`src/rtl/dram_maint_pkg.sv`:
```
package dram_maint_pkg;

  typedef enum logic [2:0] {
    CMD_NOP  = 3'd0,
    CMD_PREA = 3'd1,
    CMD_REF  = 3'd2,
    CMD_MRS  = 3'd3
  } cmd_e;

  typedef enum logic [2:0] {
    WK_PWRUP = 3'd0,
    WK_TRP   = 3'd1,
    WK_TRC   = 3'd2,
    WK_MRD   = 3'd3,
    WK_XSR   = 3'd4
  } waitKind_e;

  // strobes from the control FSM to the datapath
  typedef struct packed {
    logic      loadWait;
    waitKind_e waitKind;
    logic      initRefInc;
    logic      refDone;
    logic      srefEnter;
    logic      tickEn;
  } ctlStrobe_t;

endpackage

```
`src/rtl/dram_maint_dp.sv`:
```
module dram_maint_dp
  import dram_maint_pkg::*;
#(
  parameter int STAB_CYCLES    = 8,
  parameter int PWRUP_CYCLES   = 5000,
  parameter int TRP_CYCLES     = 3,
  parameter int TRC_CYCLES     = 4,
  parameter int MRD_CYCLES     = 2,
  parameter int INIT_REFRESHES = 8,
  parameter int REF_PERIOD_4K  = 780,
  parameter int PEND_MAX       = 4
) (
  input  logic       clk,
  input  logic       rstN,
  input  ctlStrobe_t strobe,
  input  logic       bigRows,
  output logic       waitDone,
  output logic       initRefDone,
  output logic       pendingNz
);

  localparam int REF_PERIOD_8K = REF_PERIOD_4K / 2;
  localparam int MAX_A   = (PWRUP_CYCLES > STAB_CYCLES) ? PWRUP_CYCLES : STAB_CYCLES;
  localparam int CNT_MAX = (MAX_A > TRC_CYCLES + 2) ? MAX_A : TRC_CYCLES + 2;
  localparam int CNT_W   = $clog2(CNT_MAX + 1);
  localparam int TMR_W   = $clog2(REF_PERIOD_4K + 1);
  localparam int PEND_W  = $clog2(PEND_MAX + 1);
  localparam int INIT_W  = $clog2(INIT_REFRESHES + 1);

  // ---------------- wait counter ----------------
  logic [CNT_W-1:0] waitCnt;
  logic [CNT_W-1:0] loadVal;

  always_comb begin
    unique case (strobe.waitKind)
      WK_PWRUP: loadVal = CNT_W'(PWRUP_CYCLES - 1);
      WK_TRP:   loadVal = CNT_W'(TRP_CYCLES - 2);
      WK_TRC:   loadVal = CNT_W'(TRC_CYCLES - 2);
      WK_MRD:   loadVal = CNT_W'(MRD_CYCLES - 2);
      WK_XSR:   loadVal = CNT_W'(TRC_CYCLES);
      default:  loadVal = '0;
    endcase
  end

  always_ff @(posedge clk or negedge rstN) begin
    if (!rstN)                waitCnt <= CNT_W'(STAB_CYCLES - 1);
    else if (strobe.loadWait) waitCnt <= loadVal;
    else if (waitCnt != '0)   waitCnt <= waitCnt - 1'b1;
  end

  assign waitDone = (waitCnt == '0);

  // ---------------- start-up refresh count ----------------
  logic [INIT_W-1:0] initCnt;

  always_ff @(posedge clk or negedge rstN) begin
    if (!rstN)                  initCnt <= '0;
    else if (strobe.initRefInc) initCnt <= initCnt + 1'b1;
  end

  assign initRefDone = (initCnt == INIT_W'(INIT_REFRESHES));

  // ---------------- refresh interval timer ----------------
  logic [TMR_W-1:0] timer;
  logic [TMR_W-1:0] periodM1;
  logic             tick;

  assign periodM1 = bigRows ? TMR_W'(REF_PERIOD_8K - 1) : TMR_W'(REF_PERIOD_4K - 1);
  assign tick     = strobe.tickEn && (timer >= periodM1);

  always_ff @(posedge clk or negedge rstN) begin
    if (!rstN)                 timer <= '0;
    else if (strobe.srefEnter) timer <= '0;
    else if (strobe.tickEn)    timer <= tick ? '0 : timer + 1'b1;
  end

  // ---------------- owed refreshes ----------------
  logic [PEND_W-1:0] pendCnt;

  generate
    if (PEND_MAX == 1) begin : g_pendFlag
      always_ff @(posedge clk or negedge rstN) begin
        if (!rstN)                 pendCnt <= '0;
        else if (strobe.srefEnter) pendCnt <= '0;
        else if (tick)             pendCnt <= PEND_W'(1);
        else if (strobe.refDone)   pendCnt <= '0;
      end
    end else begin : g_pendCount
      logic up;
      assign up = tick && (pendCnt != PEND_W'(PEND_MAX));
      always_ff @(posedge clk or negedge rstN) begin
        if (!rstN)                 pendCnt <= '0;
        else if (strobe.srefEnter) pendCnt <= '0;
        else if (up && !strobe.refDone) pendCnt <= pendCnt + 1'b1;
        else if (!up && strobe.refDone && pendCnt != '0) pendCnt <= pendCnt - 1'b1;
      end
    end
  endgenerate

  assign pendingNz = (pendCnt != '0);

  AST_PEND_BOUND: assert property (@(posedge clk) disable iff (!rstN)
    pendCnt <= PEND_W'(PEND_MAX));
  AST_SREF_CLEARS: assert property (@(posedge clk) disable iff (!rstN)
    strobe.srefEnter |=> !pendingNz);

endmodule

```
`src/rtl/dram_maint_ctl.sv`:
```
module dram_maint_ctl
  import dram_maint_pkg::*;
#(
  parameter int TRP_CYCLES = 3,
  parameter int TRC_CYCLES = 4,
  parameter int MRD_CYCLES = 2
) (
  input  logic       clk,
  input  logic       rstN,
  input  logic       waitDone,
  input  logic       initRefDone,
  input  logic       pendingNz,
  input  logic       busGnt,
  input  logic       selfRefReq,
  output ctlStrobe_t strobe,
  output cmd_e       cmdOut,
  output logic       ckeOut,
  output logic       readyOut,
  output logic       busReqOut
);

  typedef enum logic [3:0] {
    S_STAB, S_PWR, S_PREA, S_PWAIT, S_IREF, S_IWAIT, S_MRS, S_MWAIT,
    S_IDLE, S_RWAIT, S_SREF, S_XWAIT
  } state_e;

  state_e state, stateNxt;

  always_ff @(posedge clk or negedge rstN) begin
    if (!rstN) state <= S_STAB;
    else       state <= stateNxt;
  end

  always_comb begin
    stateNxt  = state;
    strobe    = '0;
    cmdOut    = CMD_NOP;
    ckeOut    = 1'b1;
    readyOut  = 1'b0;
    busReqOut = 1'b0;
    unique case (state)
      S_STAB: if (waitDone) begin
        strobe.loadWait = 1'b1;
        strobe.waitKind = WK_PWRUP;
        stateNxt        = S_PWR;
      end
      S_PWR: if (waitDone) stateNxt = S_PREA;
      S_PREA: begin
        cmdOut          = CMD_PREA;
        strobe.loadWait = 1'b1;
        strobe.waitKind = WK_TRP;
        stateNxt        = S_PWAIT;
      end
      S_PWAIT: if (waitDone) stateNxt = S_IREF;
      S_IREF: begin
        cmdOut            = CMD_REF;
        strobe.initRefInc = 1'b1;
        strobe.loadWait   = 1'b1;
        strobe.waitKind   = WK_TRC;
        stateNxt          = S_IWAIT;
      end
      S_IWAIT: if (waitDone) stateNxt = initRefDone ? S_MRS : S_IREF;
      S_MRS: begin
        cmdOut          = CMD_MRS;
        strobe.loadWait = 1'b1;
        strobe.waitKind = WK_MRD;
        stateNxt        = S_MWAIT;
      end
      S_MWAIT: if (waitDone) stateNxt = S_IDLE;
      S_IDLE: begin
        readyOut      = 1'b1;
        strobe.tickEn = 1'b1;
        busReqOut     = pendingNz || selfRefReq;
        if (selfRefReq && busGnt) begin
          cmdOut           = CMD_REF;
          ckeOut           = 1'b0;
          strobe.srefEnter = 1'b1;
          stateNxt         = S_SREF;
        end else if (pendingNz && busGnt) begin
          cmdOut          = CMD_REF;
          strobe.refDone  = 1'b1;
          strobe.loadWait = 1'b1;
          strobe.waitKind = WK_TRC;
          stateNxt        = S_RWAIT;
        end
      end
      S_RWAIT: begin
        readyOut      = 1'b1;
        strobe.tickEn = 1'b1;
        busReqOut     = 1'b1;
        if (waitDone) stateNxt = S_IDLE;
      end
      S_SREF: begin
        ckeOut = 1'b0;
        if (!selfRefReq) begin
          strobe.loadWait = 1'b1;
          strobe.waitKind = WK_XSR;
          stateNxt        = S_XWAIT;
        end
      end
      S_XWAIT: if (waitDone) stateNxt = S_IDLE;
      default: stateNxt = S_STAB;
    endcase
  end

  // ---------------- gap tracking for the checks ----------------
  localparam int GAP_MAX = TRC_CYCLES + TRP_CYCLES + MRD_CYCLES + 2;
  localparam int GAP_W   = $clog2(GAP_MAX + 1);

  logic [GAP_W-1:0] sinceCmd;
  logic             lastRef, lastPrea, lastMrs;

  always_ff @(posedge clk or negedge rstN) begin
    if (!rstN) begin
      sinceCmd <= GAP_W'(GAP_MAX);
      lastRef  <= 1'b0;
      lastPrea <= 1'b0;
      lastMrs  <= 1'b0;
    end else if (cmdOut != CMD_NOP) begin
      sinceCmd <= GAP_W'(1);
      lastRef  <= (cmdOut == CMD_REF);
      lastPrea <= (cmdOut == CMD_PREA);
      lastMrs  <= (cmdOut == CMD_MRS);
    end else if (sinceCmd != GAP_W'(GAP_MAX)) begin
      sinceCmd <= sinceCmd + 1'b1;
    end
  end

  AST_TRC_GAP: assert property (@(posedge clk) disable iff (!rstN)
    (cmdOut != CMD_NOP && lastRef) |-> sinceCmd >= GAP_W'(TRC_CYCLES));
  AST_TRP_GAP: assert property (@(posedge clk) disable iff (!rstN)
    (cmdOut != CMD_NOP && lastPrea) |-> sinceCmd >= GAP_W'(TRP_CYCLES));
  AST_MRS_QUIET: assert property (@(posedge clk) disable iff (!rstN)
    (cmdOut != CMD_NOP && lastMrs) |-> sinceCmd >= GAP_W'(MRD_CYCLES));
  AST_CKE_LOW_NOP: assert property (@(posedge clk) disable iff (!rstN)
    (!ckeOut && $past(!ckeOut)) |-> cmdOut == CMD_NOP);
  AST_EXIT_NOT_READY: assert property (@(posedge clk) disable iff (!rstN)
    $rose(ckeOut) |-> !readyOut);

endmodule

```
`src/rtl/dram_maint_seq.sv`:
```
module dram_maint_seq
  import dram_maint_pkg::*;
#(
  parameter int STAB_CYCLES    = 8,
  parameter int PWRUP_CYCLES   = 5000,
  parameter int TRP_CYCLES     = 3,
  parameter int TRC_CYCLES     = 4,
  parameter int MRD_CYCLES     = 2,
  parameter int INIT_REFRESHES = 8,
  parameter int REF_PERIOD_4K  = 780,
  parameter int PEND_MAX       = 4,
  parameter int ADDR_W         = 13,
  parameter int AP_BIT         = 10
) (
  input  logic              clk,
  input  logic              rstN,
  input  logic              bigRows,
  input  logic              selfRefReq,
  input  logic              busGnt,
  input  logic [ADDR_W-1:0] modeWord,
  output logic [2:0]        cmd,
  output logic [ADDR_W-1:0] addr,
  output logic              cke,
  output logic              ready,
  output logic              busReq
);

  ctlStrobe_t strobe;
  cmd_e       cmdE;
  logic       waitDone, initRefDone, pendingNz;

  dram_maint_ctl #(
    .TRP_CYCLES (TRP_CYCLES),
    .TRC_CYCLES (TRC_CYCLES),
    .MRD_CYCLES (MRD_CYCLES)
  ) u_ctl (
    .clk         (clk),
    .rstN        (rstN),
    .waitDone    (waitDone),
    .initRefDone (initRefDone),
    .pendingNz   (pendingNz),
    .busGnt      (busGnt),
    .selfRefReq  (selfRefReq),
    .strobe      (strobe),
    .cmdOut      (cmdE),
    .ckeOut      (cke),
    .readyOut    (ready),
    .busReqOut   (busReq)
  );

  dram_maint_dp #(
    .STAB_CYCLES    (STAB_CYCLES),
    .PWRUP_CYCLES   (PWRUP_CYCLES),
    .TRP_CYCLES     (TRP_CYCLES),
    .TRC_CYCLES     (TRC_CYCLES),
    .MRD_CYCLES     (MRD_CYCLES),
    .INIT_REFRESHES (INIT_REFRESHES),
    .REF_PERIOD_4K  (REF_PERIOD_4K),
    .PEND_MAX       (PEND_MAX)
  ) u_dp (
    .clk         (clk),
    .rstN        (rstN),
    .strobe      (strobe),
    .bigRows     (bigRows),
    .waitDone    (waitDone),
    .initRefDone (initRefDone),
    .pendingNz   (pendingNz)
  );

  assign cmd = cmdE;

  always_comb begin
    addr = '0;
    if (cmdE == CMD_MRS)       addr = modeWord;
    else if (cmdE == CMD_PREA) addr[AP_BIT] = 1'b1;
  end

  AST_REF_NEEDS_GNT: assert property (@(posedge clk) disable iff (!rstN)
    (cmdE == CMD_REF && ready) |-> busGnt);
  AST_MRS_AFTER_ALL_REF: assert property (@(posedge clk) disable iff (!rstN)
    (cmdE == CMD_MRS) |-> initRefDone);

endmodule

```
`config.mk`:
```
export PLATFORM = sky130hd
export DESIGN_NAME = dram_maint_seq
export DESIGN_NICKNAME = d
export VERILOG_FILES = /design/src/rtl/dram_maint_pkg.sv /design/src/rtl/dram_maint_dp.sv /design/src/rtl/dram_maint_ctl.sv /design/src/rtl/dram_maint_seq.sv
export SDC_FILE = /design/constraint.sdc
export NUM_CORES = 1
export LEC_CHECK = 0
export ABC_AREA = 1
export BUFFER_PORTS_ARGS = -buffer_cell sky130_fd_sc_hd__buf_2
export CORE_UTILIZATION = 51
export DETAILED_ROUTE_END_ITERATION = 6
export PLACE_DENSITY = 0.76
export SLEW_MARGIN = 20
export SYNTH_ARGS = -nofsm -noshare
export SYNTH_HDL_FRONTEND = slang
export SYNTH_SLANG_ARGS = --single-unit
```
`constraint.sdc`:
```
create_clock -name clk -period 2.2 [get_ports clk]
set_input_delay 0.11 -clock clk [delete_from_list [all_inputs] [get_ports clk]]
set_output_delay 0.11 -clock clk [all_outputs]
set_load 0.05 [all_outputs]
```
==> metrics.yaml, run 1 <==
yosys:
  synthXorXnorAreaFrac_pct: 6.33
  ys_ff_latch: 34
  synth-compound-area-share_pct: 7.82
  synth.area.top_cells: "sky130_fd_sc_hd__dfrtp_1, sky130_fd_sc_hd__nand2_1, sky130_fd_sc_hd__nor2_1"
  synthDominantCellAreaShare_pct: 33.0
  synth-seq-area-share_pct: 36.3
  yosys.area.top_type: "sky130_fd_sc_hd__dfrtp_1"
  synth_enable_flop_cells: 0
  yosys.area_share.simple_pct: 33.5
  synth_adder_area_share_pct: 5.64
  async_flop_share_pct: 100
  post_synth_num_cell_types: 37
  synthesis.instances: 321
  synth_top_family_by_area: "simple AND/OR/NAND/NOR gates"
  top_reg_cell_synth: "sky130_fd_sc_hd__dfrtp_1"
  synth_fp_nets: 349
  synth_mux_area_share_pct: 0
  synth_area_per_cell_um2: 7.32
  syn-cell-area_mm2: 0.00235
  yosys_warnings: 0
floorplan:
  core_area_mm2: 0.00438
  floorplan.rows: 24
  die_h_um: 69.9
  die_width_um: 69.9
  die_area_mm2: 0.00489
  initial_utilization_pct: 53.6
  design.portCount: 37
power_and_ir_drop:
  power.leakage_nw: 1.46
  totalPowerFinal_mw: 1.19
  ir_worst_vdd_uv: 241
  cellPowerDensity_mw_per_mm2: 426
placement:
  io_buffers: 35
  gp_congestion: 0.928
  dp.final_hpwl_um: 3660
  pre_cts_ws_ns: -0.0190
min_path:
  min-delay-path-class: "input port to flop"
  worstHoldPathCells: 5
  whs_endpoint: "u_ctl.state[2]"
  min-delay-start: "selfRefReq"
detailed_routing:
  route.detailed.wl_per_inst_um: 11.6
  drc: 0
  vias_per_cell: 5.05
  detailedRoute.firstIterationViolations: 73
  routed_wirelength_um: 4860
  dr_total_vias: 2127
  drt_pass1_iterations: 5
  postRouteAntennaNets: 0
timing:
  post-route-min-period_ns: 2.14
  max_slew_margin_pct: 48.5
  worst-slew-pin-transition_ns: 0.773
  timing.final.hold_violations: 0
  fin_worst_skew_ns: 0.00237
  rsz0062_at_grt: "true"
  final.setup.worst_slack_ns: 0.0641
  max_freq_ghz: 0.468
  period_share_pct: 97.1
  timing.final.setup_violations: 0
  final-max-slew-violation-count: 0
global_routing:
  met2_usage_pct: 37.5
  grt.busiest_layer: "met2"
  pin_count_of_the_biggest_net_entering_global_routing: 35
  first_global_vias: 2018
  grt.overflow.total: 0
  grt_first_pass_wirelength_um: 8490
  met3_global_route_usage_pct: 3.90
  grt_antenna_before_repair: 0
  grt.met1_usage_pct: 26.9
  total_grt_usage_pct: 21.4
worst_setup_path:
  timing.critical_path.buf_inv: 1
  crit_path_launch_type: "flop"
  reg2regPathDepth: 14
  reg2reg_slack_ns: 0.06
  worst-path-max-fanout: 2
  crit_cells: 14
  critical_path.reg2reg.startpoint: "u_dp.timer[7]"
  critical_path_class: "flop to flop"
  crit_path_end_kind: "flop"
  worst-endpoint-required_ns: 2.38
  worst_path_dominant_cell_family: "adder cells"
  endpoint_of_the_most_critical_register_to_register_path: "u_dp.pendCnt[2]"
  timing.critical_path.cells: "ha_1 -> nand2_1 -> nand2_1 -> a21oi_2 -> nand3_2 -> nand3_2 -> nor2_4 -> fa_2 -> xnor2_2 -> inv_1 -> nand2_1 -> nand2_1 -> nand2_1 -> nand2_1"
  critical-path-max-stage-delay_ns: 0.38
  critPathMostFrequentCell: "sky130_fd_sc_hd__nand2_1"
  slowest_stage_cell_crit_path: "sky130_fd_sc_hd__dfrtp_1"
  critical_path_arrival_ns: 2.32
clock_network:
  clk_pin_slew_ns: 0.07
  cts_max_level: 2
  cts_made_buffers: 5
  ctsLongestPathBuffers: 2
  clk-insertion-delay-late_ns: 0.28
  tritoncts_clock_tree: "yes"
  clk_root_buffer_cell: "sky130_fd_sc_hd__clkbuf_8"
  cts.sink_count: 34
run:
  drv_cap: 0
layout:
  diode_count: 0
  layout.nets: 396
  drive_above_1_share_pct: 24.9
  final_core_util_pct: 63.4
  layout-area-overhead-vs-synth_pct: 18.3
run_status:
  outcome: "completed"
## sequential cells by signal, summed over array words and instances (netlist names)
signal and count:
u_dp.waitCnt 13, u_dp.timer 10, u_ctl.state 4, u_dp.initCnt 4, u_dp.pendCnt 3
## repair_timing
item                                   4_1_cts  5_1_grt
endpoints found under the hold margin       31        0
pin swaps                                    0        4
setup endpoints to repair                    1        2
hold buffers                                 1        0
buffers inserted                             0        2
gates resized for setup                      3       10
## area by class of cell
type,instances,area [um^2]
Fill cell,394,1600
Multi-Input combinational cell,227,1310
Sequential cell,34,855
Timing Repair Buffer,44,245
Inverter,56,213
Clock buffer,7,86.3
Tap cell,52,65.1
Clock inverter,1,5.00
## worst max-delay path by stage
| stage | slack, ns | to | startpoint |
|---|---|---|---|
| final | 0.06 | u_dp.pendCnt[2] | u_dp.timer[7] |
| after global placement | 0.05 | u_dp.pendCnt[2] | u_dp.timer[3] |
| after floorplan | 0.12 | u_dp.pendCnt[2] | u_dp.timer[3] |
| after detailed placement | -0.02 | u_dp.pendCnt[2] | u_dp.timer[9] |
| after CTS | 0.03 | u_dp.pendCnt[2] | u_dp.timer[9] |
| after global routing | -0.04 | u_dp.pendCnt[2] | u_dp.timer[3] |
## where the power goes
group / internal, mW / switching [mW]
sequential: 0.629 / 0.00291
combinational: 0.0258 / 0.0448
clock: 0.253 / 0.231
total: 0.907 / 0.278
## metal layers
| layer | part of all wire [%] | up-vias |
|---|---|---|
| li1 | - | 1088 |
| met2 | 50 | 56 |
| met3 | 4.5 | 6 |
| met4 | 1.5 | 0 |
| met1 | 44 | 977 |
| met5 | 0 | - |
## synth_stat cells (4+ instances only)
cell / count
sky130_fd_sc_hd__xor2_1: 13
sky130_fd_sc_hd__nand2_1: 64
sky130_fd_sc_hd__dfrtp_1: 31
sky130_fd_sc_hd__nand2_2: 6
sky130_fd_sc_hd__a21oi_1: 10
sky130_fd_sc_hd__inv_1: 51
sky130_fd_sc_hd__ha_1: 9
sky130_fd_sc_hd__nor2_1: 52
sky130_fd_sc_hd__nor2_4: 4
sky130_fd_sc_hd__inv_2: 4
sky130_fd_sc_hd__nor3_1: 4
sky130_fd_sc_hd__nand3_1: 21
sky130_fd_sc_hd__xnor2_1: 4
sky130_fd_sc_hd__o21ai_0: 10
sky130_fd_sc_hd__nor2_2: 8
## cells in the final DEF, fill, tap and decap left out, drive strengths merged, types with 2 or more instances in the layout
cell type	count
clkbuf	7
a21oi	10
xor2	13
nor3	6
nand4	3
a31oi	2
o21bai	2
xnor2	4
buf	43
ha	9
dfrtp	31
nand3	21
o21ai	11
dfstp	3
a41oi	2
nand2	72
nor2	64
inv	56
## kinds of logic after synthesis
family | count (synthesis)
flops | 34
compound gates | 31
buf+inv | 60
simple gates | 168
xor+xnor | 17
fa+ha+maj | 10
other cells | 1
## stage by stage
step | std cells | instance area, um^2 | hold WS (ns) | TNS [ns]
after floorplan | 321 | 2350 | -0.186 | 0
after global placement | 410 | 2610 | 0.223 | 0
after detailed placement | 410 | 2610 | 0.228 | -0.0190
after CTS | 419 | 2720 | 0.301 | 0
after global routing | 421 | 2780 | 0.364 | -0.0492
final | 421 | 2780 | 0.308 | 0
## worst min-delay path: stages
cell                      delay, ns
sky130_fd_sc_hd__buf_2         0.13
sky130_fd_sc_hd__nand2_1       0.06
sky130_fd_sc_hd__nand3_1       0.10
sky130_fd_sc_hd__a21oi_1       0.06
sky130_fd_sc_hd__a21oi_1       0.10
Power figures use the tool's default switching activity.
==> inputs of run 2 (changes only) <==
CORE_MARGIN = 3   (was not set)
==> metrics.yaml, run 2 (synthesis results as in run 1) <==
worst_setup_path:
  critical_path_arrival_ns: 2.35
  endpoint_of_the_most_critical_register_to_register_path: "u_dp.pendCnt[2]"
  worst-path-max-fanout: 2
  crit_path_launch_type: "flop"
  crit_start: "u_dp.timer[9]"
  worst-endpoint-required_ns: 2.38
  crit_path_end: "u_dp.pendCnt[2]"
  critical_path_class: "flop to flop"
  reg2reg_slack_ns: 0.04
  reg2regPathDepth: 14
  critical_path.reg2reg.startpoint: "u_dp.timer[9]"
  crit_path_end_kind: "flop"
detailed_routing:
  detailedRoute.firstIterationViolations: 73
  routed_wirelength_um: 4710
  drc: 0
  drt_pass1_iterations: 4
  dr_total_vias: 2090
  vias_per_cell: 5.00
  postRouteAntennaNets: 0
  route.detailed.wl_per_inst_um: 11.3
timing:
  post-route-min-period_ns: 2.16
  final-max-slew-violation-count: 0
  timing.final.hold_violations: 0
  max_slew_margin_pct: 47.8
  fin_worst_skew_ns: 0.0119
  final.setup.worst_slack_ns: 0.0351
  period_share_pct: 98.4
  rsz0062_at_grt: "true"
  timing.final.setup_violations: 0
  max_freq_ghz: 0.462
  worst-slew-pin-transition_ns: 0.783
layout:
  n_fill_cell: 397
  largest_register_ffs: 13
  registers.top_by_ff_count: "u_dp.waitCnt"
  layout.cells.most_common: "sky130_fd_sc_hd__nand2_1"
  diode_count: 0
  layout-area-overhead-vs-synth_pct: 17.1
  layout_common_cells: "sky130_fd_sc_hd__nand2_1, sky130_fd_sc_hd__inv_1, sky130_fd_sc_hd__nor2_1"
  final_design_area_no_fill_mm2: 0.00275
  layout.nets: 393
  drive_above_1_share_pct: 24.0
  largestRegisters: "u_dp.waitCnt (13), u_dp.timer (10)"
power_and_ir_drop:
  ir_worst_vdd_uv: 233
  cellPowerDensity_mw_per_mm2: 418
  power.leakage_nw: 1.44
floorplan:
  design.portCount: 37
  core_area_mm2: 0.00441
  die_h_um: 73.9
  die_width_um: 73.9
  die_area_mm2: 0.00546
  initial_utilization_pct: 53.3
  floorplan.rows: 24
global_routing:
  grt.overflow.total: 0
  grt_antenna_before_repair: 0
  pin_count_of_the_biggest_net_entering_global_routing: 35
  total_grt_usage_pct: 18.6
  grt_first_pass_wirelength_um: 7960
  first_global_vias: 1875
clock_network:
  clk-insertion-delay-late_ns: 0.29
  cts.sink_count: 34
  ctsLongestPathBuffers: 2
  tritoncts_clock_tree: "yes"
  clk_root_buffer_cell: "sky130_fd_sc_hd__clkbuf_8"
  cts_made_buffers: 5
  cts_max_level: 2
  clk_pin_slew_ns: 0.07
min_path:
  min-delay-path-class: "input port to flop"
run_status:
  outcome: "completed"
placement:
  pre_cts_ws_ns: -0.0502
  dpl-instance-area_mm2: 0.00259
  dp.final_hpwl_um: 3540
  gp_congestion: 0.889
  io_buffers: 35
run:
  drv_cap: 0
[run 2: final cells by class]
| class | instances | area (um^2) | share of cell area, % |
|---|---|---|---|
| inverter | 56 | 213 | 7.72 |
| clock buffer | 8 | 80.1 | 2.91 |
| timing repair buffer | 41 | 223 | 8.09 |
| tap | 52 | 65.1 | 2.36 |
| sequential | 34 | 855 | 31.0 |
| multi-input combinational | 227 | 1320 | 47.9 |
[run 2: stage by stage]
step / std cells / hold WS, ns / power, mW / setup TNS [ns] / util [%]
global placement: 408 / 0.238 / 0.708 / 0 / 58.8
finish: 418 / 0.313 / 1.15 / 0 / 62.4
CTS: 417 / 0.299 / 1.17 / 0 / 61.1
detailed placement: 408 / 0.236 / 0.711 / -0.0502 / 58.8
global route: 418 / 0.343 / 1.20 / -0.0871 / 62.4
floorplan: 321 / -0.186 / 0.675 / 0 / -
[run 2: worst min-delay path by stage]
stage                    start        endpoint  slack [ns]  cells after the start
global placement          rstN   u_dp.timer[9]        0.24                      1
detailed placement        rstN   u_dp.timer[9]        0.24                      1
CTS                 selfRefReq  u_ctl.state[2]        0.30                      5
floorplan                 rstN  u_ctl.state[0]       -0.19                      0
finish              selfRefReq  u_ctl.state[2]        0.31                      5
global route        selfRefReq  u_ctl.state[2]        0.34                      5
[run 2: report_power, final]
part	leakage [nW]	switching, mW	total (mW)	internal (mW)
clock	0.0395	0.224	0.449	0.225
combinational	0.988	0.0441	0.0689	0.0248
sequential	0.413	0.00336	0.632	0.629
[run 2: what timing repair did]
| item | in CTS | in global routing |
|---|---|---|
| pin swaps | 3 | 7 |
| buffers inserted | 0 | 1 |
| endpoints found under the hold margin | 31 | 0 |
| setup endpoints to repair | 1 | 2 |
| resized for setup | 4 | 11 |
| hold buffers | 1 | 0 |
[run 2: per-layer routing]
layer  routed length, um  global-route usage (%)  part of all wire, %  vias up
met5                   0                       0                    0        -
met1                2230                    24.7                   47      952
li1                    -                       -                    -     1079
met4                  76                    6.84                  1.6        0
met2                2130                    29.3                   45       50
met3                 272                    4.38                  5.8        9
[run 2: worst max-delay path, stage by stage, from the launching register on]
cell                      delay (ns)
sky130_fd_sc_hd__dfrtp_1        0.39
sky130_fd_sc_hd__ha_1           0.31
sky130_fd_sc_hd__nand2_2        0.08
sky130_fd_sc_hd__inv_2          0.05
sky130_fd_sc_hd__a21oi_4        0.16
sky130_fd_sc_hd__nand3_2        0.12
sky130_fd_sc_hd__nand3_2        0.11
sky130_fd_sc_hd__nor2_4         0.05
sky130_fd_sc_hd__fa_2           0.38
sky130_fd_sc_hd__xnor2_2        0.15
sky130_fd_sc_hd__inv_1          0.05
sky130_fd_sc_hd__nand2_1        0.06
sky130_fd_sc_hd__nand2_1        0.05
sky130_fd_sc_hd__nand2_1        0.06
sky130_fd_sc_hd__nand2_1        0.04
==> inputs of run 3 (changes only) <==
CORE_MARGIN = 1   (was 3)
CORE_UTILIZATION = 52   (was 51)
SYNTH_HIERARCHICAL = 1   (was not set)
==> metrics.yaml, run 3 <==
run_status:
  outcome: "completed"
floorplan:
  design.portCount: 37
  initial_utilization_pct: 54.2
  core_area_mm2: 0.00475
  die_area_mm2: 0.00524
  die_h_um: 72.4
  die_width_um: 72.4
  floorplan.rows: 25
layout:
  drive_above_1_share_pct: 33.1
  diode_count: 0
  layout-area-overhead-vs-synth_pct: 20.2
  layout_common_cells: "sky130_fd_sc_hd__nand2_1, sky130_fd_sc_hd__inv_1, sky130_fd_sc_hd__nor2_1"
  registers.top_by_ff_count: "u_dp/waitCnt"
  largestRegisters: "u_dp/waitCnt (13), u_dp/timer (10)"
  layout.cells.most_common: "sky130_fd_sc_hd__nand2_1"
  sequential_cell_area_um2: 855
  footprint_of_the_multi_input_gates_mm2: 0.00150
  layout.nets: 426
  largest_register_ffs: 13
  n_fill_cell: 430
placement:
  dp.final_hpwl_um: 3890
  io_buffers: 35
  gp_congestion: 0.887
worst_setup_path:
  crit_path_end_kind: "flop"
  timing.critical_path.cells: "ha_1 -> nand2_1 -> inv_1 -> nor2_2 -> nand3b_4 -> nand4_4 -> inv_2 -> fa_2 -> xnor2_2 -> inv_1 -> nand2_1 -> nand2_1 -> nand2_1 -> nand2_1"
  critPathMostFrequentCell: "sky130_fd_sc_hd__nand2_1"
  worst-endpoint-required_ns: 2.37
  critical_path_class: "flop to flop"
  timing.critical_path.buf_inv: 3
  critical_path_arrival_ns: 2.26
  worst-path-max-fanout: 2
  crit_path_launch_type: "flop"
  worst_path_dominant_cell_family: "adder cells"
  slowest_stage_cell_crit_path: "sky130_fd_sc_hd__dfrtp_1"
  critical-path-max-stage-delay_ns: 0.40
detailed_routing:
  detailedRoute.firstIterationViolations: 96
  dr_total_vias: 2233
  postRouteAntennaNets: 0
  drt_pass1_iterations: 4
  routed_wirelength_um: 5340
  route.detailed.wl_per_inst_um: 11.4
  drc: 0
  vias_per_cell: 4.79
power_and_ir_drop:
  power.leakage_nw: 1.70
  cellPowerDensity_mw_per_mm2: 1250
  ir_worst_vdd_uv: 722
clock_network:
  tritoncts_clock_tree: "yes"
  ctsLongestPathBuffers: 2
  clk_pin_slew_ns: 0.07
  cts.sink_count: 34
  cts_made_buffers: 5
  clk_root_buffer_cell: "sky130_fd_sc_hd__clkbuf_8"
  cts_max_level: 2
  clk-insertion-delay-late_ns: 0.29
timing:
  fin_hold_ws_ns: 0.344
  max_freq_ghz: 0.479
  rsz0062_at_grt: "true"
  post-route-min-period_ns: 2.09
  period_share_pct: 94.9
  totalNegativeSetupSlack_ns: 0
  timing.final.setup_violations: 0
  worst-slew-pin-transition_ns: 0.759
  timing.final.hold_violations: 0
  final-max-slew-violation-count: 0
  max_slew_margin_pct: 49.4
  fin_worst_skew_ns: 0.00693
global_routing:
  grt_antenna_before_repair: 0
  first_global_vias: 2007
  total_grt_usage_pct: 21.6
  grt_first_pass_wirelength_um: 8740
  grt.overflow.total: 0
  pin_count_of_the_biggest_net_entering_global_routing: 35
yosys:
  yosys.area.top_type: "sky130_fd_sc_hd__dfrtp_1"
  synth_enable_flop_cells: 0
  synthesis.instances: 343
  synth_top_cells_by_count: "sky130_fd_sc_hd__nand2_1, sky130_fd_sc_hd__inv_1, sky130_fd_sc_hd__nor2_1"
  synth.area.top_cells: "sky130_fd_sc_hd__dfrtp_1, sky130_fd_sc_hd__nand2_1, sky130_fd_sc_hd__inv_1"
  synth_area_per_cell_um2: 7.51
  synthDominantCellAreaShare_pct: 30.1
  syn-cell-area_mm2: 0.00258
  post_synth_num_cell_types: 41
  most_common_cell_in_the_synthesized_netlist: "sky130_fd_sc_hd__nand2_1"
  async_flop_share_pct: 100
  yosys_warnings: 6
  top_reg_cell_synth: "sky130_fd_sc_hd__dfrtp_1"
  ys_ff_latch: 34
  synth-seq-area-share_pct: 33.2
  synth_fp_nets: 371
run:
  drv_cap: 0
min_path:
  min-delay-path-class: "input port to flop"
run 3: worst min-delay path: cells and delay by family:
family | cells | cell delay (ns)
simple gates | 4 | 0.32
buf+inv | 2 | 0.15
run 3: cells by family after synthesis:
family	count (synthesis)	share of synthesized area, %
XOR/XNOR	13	4.42
buffers and inverters	72	12.3
other	1	0.145
AO/OA/AOI/OAI	31	7.28
adder cells (fa/ha/maj)	10	5.15
AND/OR/NAND/NOR	182	37.6
flip-flops	34	33.2
run 3: area by class of cell:
| type | count | area share (%) |
|---|---|---|
| clock buffer | 6 | 2.34 |
| clock inverter | 2 | 0.444 |
| inverter | 65 | 7.95 |
| multi-input combinational | 237 | 48.3 |
| sequential | 34 | 27.6 |
| tap | 67 | 2.70 |
| timing repair buffer | 55 | 10.7 |
run 3: through the flow:
stage | instance area (um^2) | util [%] | worst slack (ns) | total power [mW] | cells
CTS | 2990 | 62.9 | 0.0117 | 3.72 | 461
global route | 3100 | 65.2 | -0.0356 | 4.21 | 466
global placement | 2880 | 60.6 | 0.0240 | 3.16 | 452
finish | 3100 | 65.2 | 0.112 | 3.87 | 466
detailed placement | 2880 | 60.6 | -0.0126 | 3.21 | 452
floorplan | 2590 | - | 0.0495 | 2.77 | 343
run 3: power breakdown:
| part | switching, mW | internal (mW) | total, mW |
|---|---|---|---|
| clock | 0.233 | 0.223 | 0.457 |
| sequential | 0.215 | 0.887 | 1.10 |
| combinational | 1.43 | 0.883 | 2.31 |
run 3: repair_timing:
| action | CTS | global route |
|---|---|---|
| hold buffers | 1 | 0 |
| setup buffers | 0 | 5 |
| hold endpoints to repair | 31 | 0 |
| gates resized for setup | 3 | 16 |
| pin swaps | 0 | 8 |
| setup endpoints to repair | 4 | 22 |
run 3: final timing paths:
kind / to / slack [ns] / from / cells past startpoint
max: u_dp/pendCnt[2] / 0.11 / u_dp/timer[3] / 14
min: u_ctl/state[1] / 0.34 / selfRefReq / 6
max reg2reg: u_dp/pendCnt[2] / 0.11 / u_dp/timer[3] / 14
min reg2reg: u_dp/initCnt[3] / 0.48 / u_dp/initCnt[3] / 1
max in group asynchronous: u_dp/pendCnt[1] / 1.27 / rstN / 2
min in group asynchronous: u_ctl/state[3] / 0.44 / rstN / 2
run 3: metal layers:
metal,wire length [um],vias up,GRT usage [%]
met5,0,-,0
met4,73,0,8.50
met3,261,7,4.17
met2,2540,54,36.0
met1,2460,993,27.6
li1,-,1179,-
